**src/rtl/st_pkg.sv**
```systemverilog
package st_pkg;

  typedef enum logic [1:0] {
    PH_DARK   = 2'd0,
    PH_CHECK  = 2'd1,
    PH_INVERT = 2'd2
  } phase_t;

  // Decoder ROM contents are computed, not tabulated.
  function automatic logic [7:0] rom_word(input int unsigned a);
    int unsigned v;
    v = a * 29 + 7;
    return v[7:0];
  endfunction

  function automatic logic [7:0] rom_sum(input int unsigned depth);
    logic [7:0] s;
    s = 8'd0;
    for (int unsigned i = 0; i < depth; i++) s = s + rom_word(i);
    return s;
  endfunction

endpackage

```
**src/rtl/st_rom.sv**
```systemverilog
module st_rom #(
  parameter int AW = 7
) (
  input  logic          clk,
  input  logic          en,
  input  logic [AW-1:0] addr,
  output logic [7:0]    q
);
  localparam int DEPTH = 1 << AW;

  logic [7:0] mem [DEPTH];

  initial begin
    for (int i = 0; i < DEPTH; i++) mem[i] = st_pkg::rom_word(i);
  end

  always_ff @(posedge clk) begin
    if (en) q <= mem[addr];
  end
endmodule

```
**src/rtl/st_sum.sv**
```systemverilog
module st_sum #(
  parameter int W = 8
) (
  input  logic         clk,
  input  logic         rst,
  input  logic         clr,
  input  logic         vld,
  input  logic [W-1:0] data,
  output logic [W-1:0] sum
);
  always_ff @(posedge clk) begin
    if (rst || clr) sum <= '0;
    else if (vld)   sum <= sum + data;
  end

  AST_SUM_HOLD: assert property (@(posedge clk) disable iff (rst)
    (!vld && !clr) |=> $stable(sum));
endmodule

```
**src/rtl/st_pattern.sv**
```systemverilog
module st_pattern #(
  parameter int ROWS = 7,
  parameter int COLS = 5
) (
  input  logic                 clk,
  input  logic                 rst,
  input  st_pkg::phase_t       phase,
  output logic [ROWS*COLS-1:0] dots
);
  localparam int DOTS = ROWS * COLS;

  logic [DOTS-1:0] mask;

  for (genvar r = 0; r < ROWS; r++) begin : g_row
    for (genvar c = 0; c < COLS; c++) begin : g_col
      assign mask[r*COLS+c] = (((r + c) % 2) == 0);
    end
  end

  always_ff @(posedge clk) begin
    if (rst) dots <= '0;
    else begin
      case (phase)
        st_pkg::PH_CHECK:  dots <= mask;
        st_pkg::PH_INVERT: dots <= ~mask;
        default:           dots <= '0;
      endcase
    end
  end

  AST_DARK_BLANK: assert property (@(posedge clk) disable iff (rst)
    (phase == st_pkg::PH_DARK) |=> (dots == '0));
  AST_INVERT_COMPL: assert property (@(posedge clk) disable iff (rst)
    (phase == st_pkg::PH_INVERT && $past(phase) == st_pkg::PH_CHECK)
      |=> (dots == ~$past(dots)));
endmodule

```
**src/rtl/disp_selftest.sv**
```systemverilog
module disp_selftest #(
  parameter int CNT_W  = 18,
  parameter int ROM_AW = 7,
  parameter int ROWS   = 7,
  parameter int COLS   = 5,
  parameter int UDC_AW = 4
) (
  input  logic                 clk,
  input  logic                 rst,
  input  logic                 ctrl_we,
  input  logic [7:0]           ctrl_wdata,
  input  logic                 rom_fault,
  output logic [7:0]           ctrl_q,
  output logic                 busy,
  output logic [ROWS*COLS-1:0] dots,
  output logic                 wipe_pulse,
  output logic [7:0]           fill_char,
  output logic [UDC_AW-1:0]    udc_fill
);
  import st_pkg::*;

  localparam int unsigned DEPTH   = 1 << ROM_AW;
  localparam int unsigned TOTAL   = 1 << CNT_W;
  localparam int unsigned HALF    = (TOTAL - DEPTH) / 2;
  localparam int unsigned CHK_END = DEPTH + HALF;
  localparam logic [CNT_W-1:0] LAST = {CNT_W{1'b1}};
  localparam logic [7:0] EXP_SUM = rom_sum(DEPTH);
  localparam logic [7:0] RO_MASK = 8'h20;

  logic [CNT_W-1:0]  cnt;
  logic              start, last, pass;
  logic              rom_en, rd_vld;
  logic [ROM_AW-1:0] addr_d;
  logic [7:0]        rom_q, rom_eff, acc;
  phase_t            phase;

  assign start = !busy && ctrl_we && ctrl_wdata[6];
  assign last  = busy && (cnt == LAST);

  // Run counter and busy flag
  always_ff @(posedge clk) begin
    if (rst) begin
      busy <= 1'b0;
      cnt  <= '0;
    end else if (start) begin
      busy <= 1'b1;
      cnt  <= '0;
    end else if (busy) begin
      cnt <= cnt + 1'b1;
      if (last) busy <= 1'b0;
    end
  end

  // ROM sweep and checksum
  assign rom_en = busy && (cnt < CNT_W'(DEPTH));

  st_rom #(.AW(ROM_AW)) u_rom (
    .clk  (clk),
    .en   (rom_en),
    .addr (cnt[ROM_AW-1:0]),
    .q    (rom_q)
  );

  always_ff @(posedge clk) begin
    if (rst) begin
      rd_vld <= 1'b0;
      addr_d <= '0;
    end else begin
      rd_vld <= rom_en;
      addr_d <= cnt[ROM_AW-1:0];
    end
  end

  assign rom_eff = rom_q ^ {7'd0, rom_fault && (addr_d == '0)};

  st_sum #(.W(8)) u_sum (
    .clk  (clk),
    .rst  (rst),
    .clr  (start),
    .vld  (rd_vld),
    .data (rom_eff),
    .sum  (acc)
  );

  assign pass = (acc == EXP_SUM);

  // Display phase selection
  always_comb begin
    phase = PH_DARK;
    if (busy && !last && (cnt >= CNT_W'(DEPTH))) begin
      if (cnt < CNT_W'(CHK_END)) phase = PH_CHECK;
      else                       phase = PH_INVERT;
    end
  end

  st_pattern #(.ROWS(ROWS), .COLS(COLS)) u_pat (
    .clk   (clk),
    .rst   (rst),
    .phase (phase),
    .dots  (dots)
  );

  // Control word and end-of-test effects
  always_ff @(posedge clk) begin
    if (rst) begin
      ctrl_q     <= 8'd0;
      wipe_pulse <= 1'b0;
      fill_char  <= 8'd0;
      udc_fill   <= '0;
    end else begin
      wipe_pulse <= last;
      fill_char  <= last ? 8'h20 : 8'h00;
      udc_fill   <= last ? {UDC_AW{1'b1}} : '0;
      if (last)
        ctrl_q <= {2'b00, pass, 5'b00000};
      else if (!busy && ctrl_we)
        ctrl_q <= (ctrl_wdata & ~RO_MASK) | (ctrl_q & RO_MASK);
    end
  end

  AST_START_BUSY: assert property (@(posedge clk) disable iff (rst)
    start |=> (busy && ctrl_q[6]));
  AST_RO_BIT: assert property (@(posedge clk) disable iff (rst)
    (!busy && ctrl_we) |=> (ctrl_q[5] == $past(ctrl_q[5])));
  AST_RUN_END: assert property (@(posedge clk) disable iff (rst)
    last |=> !busy);
  AST_NO_EARLY_END: assert property (@(posedge clk) disable iff (rst)
    (busy && cnt != LAST) |=> busy);
  AST_HOLD_CTRL: assert property (@(posedge clk) disable iff (rst)
    (busy && cnt != LAST) |=> $stable(ctrl_q));
  AST_WIPE_SINGLE: assert property (@(posedge clk) disable iff (rst)
    wipe_pulse |=> !wipe_pulse);
  AST_WIPE_STATE: assert property (@(posedge clk) disable iff (rst)
    wipe_pulse |-> (ctrl_q[7:6] == 2'b00 && ctrl_q[4:0] == 5'd0 && !busy));
  AST_IDLE_NOSTART: assert property (@(posedge clk) disable iff (rst)
    (!busy && ctrl_we && !ctrl_wdata[6]) |=> !busy);
endmodule

```
**config.mk**
```make
export PLATFORM = sky130hd
export DESIGN_NAME = disp_selftest
export DESIGN_NICKNAME = d
export VERILOG_FILES = /design/src/rtl/st_pkg.sv /design/src/rtl/st_rom.sv /design/src/rtl/st_sum.sv /design/src/rtl/st_pattern.sv /design/src/rtl/disp_selftest.sv
export SDC_FILE = /design/constraint.sdc
export NUM_CORES = 1
export LEC_CHECK = 0
export BUFFER_PORTS_ARGS = -buffer_cell sky130_fd_sc_hd__buf_2
export CAP_MARGIN = 0
export CORE_ASPECT_RATIO = 0.9
export CORE_MARGIN = 3
export CORE_UTILIZATION = 55
export DETAILED_ROUTE_END_ITERATION = 6
export HOLD_SLACK_MARGIN = 0.1
export PLACE_DENSITY = 0.91
export SYNTH_ARGS = -nofsm -noshare
export SYNTH_HDL_FRONTEND = slang
export SYNTH_SLANG_ARGS = --single-unit
export TNS_END_PERCENT = 20
```
**constraint.sdc**
```tcl
create_clock -name clk -period 2.7 [get_ports clk]
set_input_delay 0.27 -clock clk [delete_from_list [all_inputs] [get_ports clk]]
set_output_delay 0.27 -clock clk [all_outputs]
set_load 0.1 [all_outputs]
```
==> metrics.txt, run 1 <==
power consumption=about 1.6 mW; pin count of the biggest net entering global routing=28; Crit path largest cell delay=about 0.4 ns; PD cells=470.3 nW/um^2; area leader, netlist=dfxtp_1; Top FF cell, synth=dfxtp_1; crit path capture type=flip-flop; Critical Path Slowest Stage Cell=fa_1; register area share after synthesis=35.10%; HPWL after DPL=5.041 mm; Vert. Die Dim=~80 um; Row Count=26; WL/cell=roughly 15 um; vias per std cell=around 5.7; Cells after Synth=387; register area=approximately 1200 sq um; fillcell total=around 460; WHS Path Cells=3; Sw Pwr=455.7 uW; post-layout util=around 60%; CTS max path bufs=2; crit-path cells=nor4_2 -> nand2_1 -> xnor2_1 -> ha_1 -> inv_1 -> fa_1 -> nor2b_1 -> o21a_1 -> o211ai_1 -> a2111o_1 -> nand3_1; top-area cell type share of the netlist area=between 20% and 30%; footprint of the multi-input gates=~1700 sq um; Final Hold Fails=0; Tcrit/Tclk final=roughly nine tenths; commonest non-fill, non-tap cell in the layout=buf_2; Netlist cell types=between 50 and 60; power share of the sequential group=between 50% and 60%; first-pass GRT wire length=approximately 11 mm; EDFF count, synth=8; DR vias=2,711; # clock sinks=54; post-route setup slack=0.2568 ns; Int Power=1.173 mW; Final min period=about 2.4 ns; Die Wd=87.75 um; setup bufs post-CTS=0; Hold Path Class=primary input to flip-flop; final setup fails=0; CTS tree=yes; Comb pwr share=15.2%; fraction of layout cells with a size suffix above 1=roughly a fifth; Worst EP required=2.96 ns; Setup WS pre-CTS=about 0.15 ns; Highest Clock Rate=409.3 MHz; CTS Buf Count=5; peak supply drop=roughly 0.00026 V; Max-Cap Viols=0; #FFs+latches synth=54; post-route ant nets=0; critical path fanouts, max=3; H-tree depth reported by CTS=2; asr flop ratio synth=0%; number of buffers and inverters on the critical path=1; synth top area cells=dfxtp_1 28%, buf_4 11%, edfxtp_1 7.3%, ha_1 6.4%, nor2_1 4.8%; DRT iter0 DRCs=roughly 220; clock share of power=32.7%; Detailed Route WL=7.113 mm; Root Driver=clkbuf_8; gr ovfl total=0; Post-Syn Area=3308 sq um; drt drc=0; Sw Ratio=27.98%; YS warnings=0; LEAKAGE=approximately 1.5 nW; drt first pass iters=4; Setup crit start kind=flip-flop; Initial Utilization=57.45%; CTS resizes=0; outcome=complete, no violations; Worst Max-Slew Pin Slew=~0.70 ns; CORE AREA=approximately 5800 sq um; boundary pin count=69; Final nets=around 430; ant diodes=0; die area=6983 sq um; WS Path Type=flip-flop to flip-flop; setup TNS=0 ns; top cell family by delay on the critical path=compound AO/OA/AOI/OAI gates; number of global-route vias before repair=about 2,400; total track usage=20.13%; routability cong.=0.8900; syn_area_per_cell=~8.5 sq um; hold buffers post-CTS=0; most frequent cells in the layout=60 x buf_2, 46 x dfxtp_1, 42 x nor2_1; initial antenna violation count=0; Stages on worst setup path=11; clock-pin transition on the worst setup and hold timing paths=~0.10 ns; Clock Latency Late Sink=a little over 0.3 ns; RSZ-0062 raised after global routing=no; Reg2Reg Depth=11; Fin Clk Skew=~0.012 ns; crit path DAT=~2.7 ns; max-slew violations=0; Port Buffers=60; P&R area growth vs syn=4.652%; Slew headroom=a little over half
==> area by class of cell <==
| class | count | share of cell area (%) |
|---|---|---|
| Clock buffer | 6 | 2.096 |
| Clock inverter | 2 | 0.9758 |
| Inverter | 15 | 1.626 |
| Multi-Input combinational cell | 261 | 49.26 |
| Sequential cell | 54 | 33.54 |
| Tap cell | 70 | 2.530 |
| Timing Repair Buffer | 66 | 9.975 |
==> routing by layer <==
| layer | part of all wire, % | vias up | GRT usage, % |
|---|---|---|---|
| li1 | - | 1311 | - |
| met1 | 42 | 1276 | 24.92 |
| met2 | 50 | 107 | 33.28 |
| met3 | 5.6 | 17 | 4.231 |
| met4 | 2.2 | 0 | 9.202 |
| met5 | 0 | - | 0 |
==> worst paths after layout <==
kind,start,end,slack (ns)
worst max-delay path,addr_d[1]$_SDFF_PP0_,u_sum.sum[6]$_SDFFE_PP0P_,0.26
worst min-delay path,ctrl_wdata[7],ctrl_q[7]$_SDFFE_PP0P_,0.19
worst max register to register,addr_d[1]$_SDFF_PP0_,u_sum.sum[6]$_SDFFE_PP0P_,0.26
worst min register to register,u_sum.sum[7]$_SDFFE_PP0P_,u_sum.sum[7]$_SDFFE_PP0P_,0.48
==> metrics by stage <==
stage	cell area, sq um	hold WS [ns]	std cells
after floorplan	3331	0.4172	393
after global placement	3334	0.4562	466
after detailed placement	3334	0.4681	466
after CTS	3441	0.1889	474
after global routing	3462	0.1950	474
final	3462	0.1900	474
==> power by group through the flow <==
stage	clock (mW)	sequential (mW)	combinational, mW
after global routing	0.576	0.850	0.264
after global placement	0	0.864	0.238
after detailed placement	0	0.866	0.244
after CTS	0.540	0.847	0.245
after floorplan	0	0.921	0.154
final	0.533	0.848	0.248
==> synth_stat cells, types with 3 or more instances <==
cell type,number
a211oi_1,7
a21oi_1,19
a311oi_1,3
buf_4,48
clkbuf_1,9
dfxtp_1,46
edfxtp_1,8
ha_1,17
inv_1,14
mux2i_1,14
nand2_1,30
nand2b_1,7
nand3_1,13
nor2_1,42
nor2b_1,3
nor3_1,9
nor4_1,5
nor4b_1,3
o21ai_0,16
or3_1,3
xnor2_1,18
xor2_1,4
==> state kept, by name, summed over array words and instances (netlist names) <==
| register | flops |
|---|---|
| ctrl_q | 8 |
| u_rom.q | 8 |
| u_pat.dots | 2 |
| u_sum.sum | 8 |
| udc_fill | 1 |
| addr_d | 7 |
| cnt | 18 |
| rd_vld | 1 |
| busy | 1 |
==> worst reg2reg max path: stages (launching register included) <==
cell	delay, ns
dfxtp_1	0.32
nor4_2	0.28
nand2_1	0.13
xnor2_1	0.16
ha_1	0.18
inv_1	0.05
fa_1	0.40
nor2b_1	0.13
o21a_1	0.16
o211ai_1	0.11
a2111o_1	0.39
nand3_1	0.08
==> cell families (layout without fill, tap and decap cells) <==
| logic type | Yosys count | count (layout) | synth area share (%) |
|---|---|---|---|
| buffers and inverters | 78 | 89 | 14.67 |
| adder cells (fa/ha/maj) | 18 | 18 | 7.035 |
| XOR/XNOR | 22 | 22 | 5.824 |
| AO/OA/AOI/OAI | 66 | 66 | 12.67 |
| AND/OR/NAND/NOR | 134 | 134 | 20.35 |
| flip-flops | 54 | 54 | 35.10 |
| multiplexers | 14 | 14 | 4.236 |
| other | 1 | 7 | 0.1134 |
(Power assumes the default switching activity.)
==> run 2, diff against run 1 <==
--- a/config.mk
+++ b/config.mk
@@ -9,10 +9,10 @@
 export CAP_MARGIN = 0
 export CORE_ASPECT_RATIO = 0.9
 export CORE_MARGIN = 3
-export CORE_UTILIZATION = 55
+export CORE_UTILIZATION = 35
 export DETAILED_ROUTE_END_ITERATION = 6
 export HOLD_SLACK_MARGIN = 0.1
-export PLACE_DENSITY = 0.91
+export PLACE_DENSITY = 0.66
 export SYNTH_ARGS = -nofsm -noshare
 export SYNTH_HDL_FRONTEND = slang
 export SYNTH_SLANG_ARGS = --single-unit
==> run 2 against run 1 <==
  * Clock power increased by 3%
  * Non-clock buffer count decreased by 1
  * Count of clock-buffer cells in the layout unchanged
  * Setup slack improved by 0.0039 ns
  * Largest cell class unchanged
==> metrics.txt, run 2 (synthesis gave the netlist of run 1 again) <==
WHS Path Cells=3; HPWL after DPL=slightly below 5 mm; first-pass GRT wire length=between 10 and 15 mm; max reg flops=18; Sw Ratio=around 28%; outcome=complete, no violations; critical path fanouts, max=3; Worst Max-Slew Pin Slew=0.6610 ns; largest reg by FF count=cnt; RSZ-0062 raised after global routing=no; WL/cell=~13 um; Max-Cap Viols=0; number of global-route vias before repair=between 2,000 and 2,500; setup TNS=0 ns; initial antenna violation count=0; DRT iter0 DRCs=roughly 230; ant diodes=0; Sw Pwr=~470 uW; post-route setup slack=0.2608 ns; Fin Clk Skew=about 0.0081 ns; Die Wd=between 100 and 150 um; final setup fails=0; Setup WS pre-CTS=~0.16 ns; clock-pin transition on the worst setup and hold timing paths=approximately 0.1 ns; routability cong.=0.8699; drt first pass iters=4; boundary pin count=a little under 70; crit path DAT=2.71 ns; Final Hold Fails=0; R2R Path End=u_sum.sum[6]$_SDFFE_PP0P_; clock share of power=about a third; Final nets=432; Tcrit/Tclk final=90.34%; Clock Latency Late Sink=about 0.32 ns; fraction of layout cells with a size suffix above 1=20.60%; most frequent cells in the layout=60 x buf_2, 46 x dfxtp_1, 42 x nor2_1; Slew headroom=~56%; CTS resizes=0; peak supply drop=between 0.00015 and 0.0002 V; pin count of the biggest net entering global routing=24; Vert. Die Dim=between 90 and 100 um; Port Buffers=60; commonest non-fill, non-tap cell in the layout=buf_2; drt drc=0; Initial Utilization=36.09%; H-tree depth reported by CTS=2; power share of the sequential group=51.9%; post-route ant nets=0; gr ovfl total=0; Setup crit start kind=flip-flop; CTS Buf Count=5; Reg2Reg Depth=11; CTS max path bufs=2; CTS tree=yes; Hold EP=ctrl_q[1]$_SDFFE_PP0P_; Highest Clock Rate=between 400 and 500 MHz; Row Count=33; placed cells=517; die area=10,660 sq um; crit path capture type=flip-flop; PD cells=467.2 nW/um^2; vias per std cell=4.832; Worst EP required=2.97 ns; WS Path Type=flip-flop to flip-flop; Final Non-Filler Cells=~530; Root Driver=clkbuf_8; setup bufs post-CTS=0; # clock sinks=54; crit path launch=addr_d[5]$_SDFF_PP0_; reg2reg setup slack=~0.26 ns; R2R Path Start=addr_d[5]$_SDFF_PP0_; max-slew violations=0; Hold WS=around 0.18 ns; LEAKAGE=1.446 nW; CORE AREA=9166 sq um; Hold Path Class=primary input to flip-flop; hold_sp=ctrl_wdata[1]; Detailed Route WL=6.693 mm; Int Power=around 1.2 mW; total track usage=12.68%; Comb pwr share=between 10 and 15%; DR vias=between 2,000 and 3,000; Final min period=about 2.4 ns; P&R area growth vs syn=6.051%; hold buffers post-CTS=0
[run 2: changes by cell type in the layout (fill, tap and decap cells not counted), sizes merged]
cell	previous run	this run
clkinvlp	0	1
clkinv	2	1
buf	66	65
[run 2: power groups by stage]
stage	Clock [mW]	Sequential, mW	Combinational (mW)
floorplan	0	0.921	0.154
global placement	0	0.867	0.236
detailed placement	0	0.869	0.241
CTS	0.561	0.850	0.242
global route	0.596	0.853	0.258
finish	0.548	0.850	0.241
[run 2: worst max path at each step]
stage / endpoint / cells past startpoint
floorplan: u_sum.sum[6]$_SDFFE_PP0P_ / 7
global placement: u_sum.sum[6]$_SDFFE_PP0P_ / 12
detailed placement: u_sum.sum[6]$_SDFFE_PP0P_ / 11
CTS: u_sum.sum[6]$_SDFFE_PP0P_ / 11
global route: u_sum.sum[6]$_SDFFE_PP0P_ / 11
finish: u_sum.sum[6]$_SDFFE_PP0P_ / 11
[run 2: final cells by class]
cell class / instances / area [sq um]
Timing Repair Buffer: 65 / 337.8
Inverter: 15 / 56.30
Clock inverter: 2 / 37.54
Clock buffer: 6 / 72.57
Tap cell: 122 / 152.6
Multi-Input combinational cell: 261 / 1690
Sequential cell: 54 / 1161
Fill cell: 920 / 5658
[run 2: per-layer routing]
metal  track usage [%]  wire, um  vias up  share of wire (%)
li1                  -         -     1311                  -
met1             17.20      3180     1168                 48
met2             19.43      3090       47                 46
met3             3.635       311       11                4.6
met4             3.981       112        0                1.7
met5                 0         0        -                  0
[run 2: per-stage QoR]
step | total power, mW | cell area [sq um] | util [%]
2_1_floorplan | 1.075 | 3331 | -
4_1_cts | 1.653 | 3502 | 38.21
5_1_grt | 1.707 | 3508 | 38.27
3_5_place_dp | 1.110 | 3392 | 37.01
3_3_place_gp | 1.104 | 3392 | 37.01
6_report | 1.639 | 3508 | 38.27
[run 2: worst max-delay path, stage by stage, from the launching register on]
cell	delay (ns)
dfxtp_1	0.32
nor4b_2	0.28
nand2_1	0.11
xnor2_1	0.16
ha_1	0.19
inv_1	0.05
fa_1	0.40
nor2b_1	0.13
o21a_1	0.17
o211ai_1	0.12
a2111o_1	0.38
nand3_1	0.08
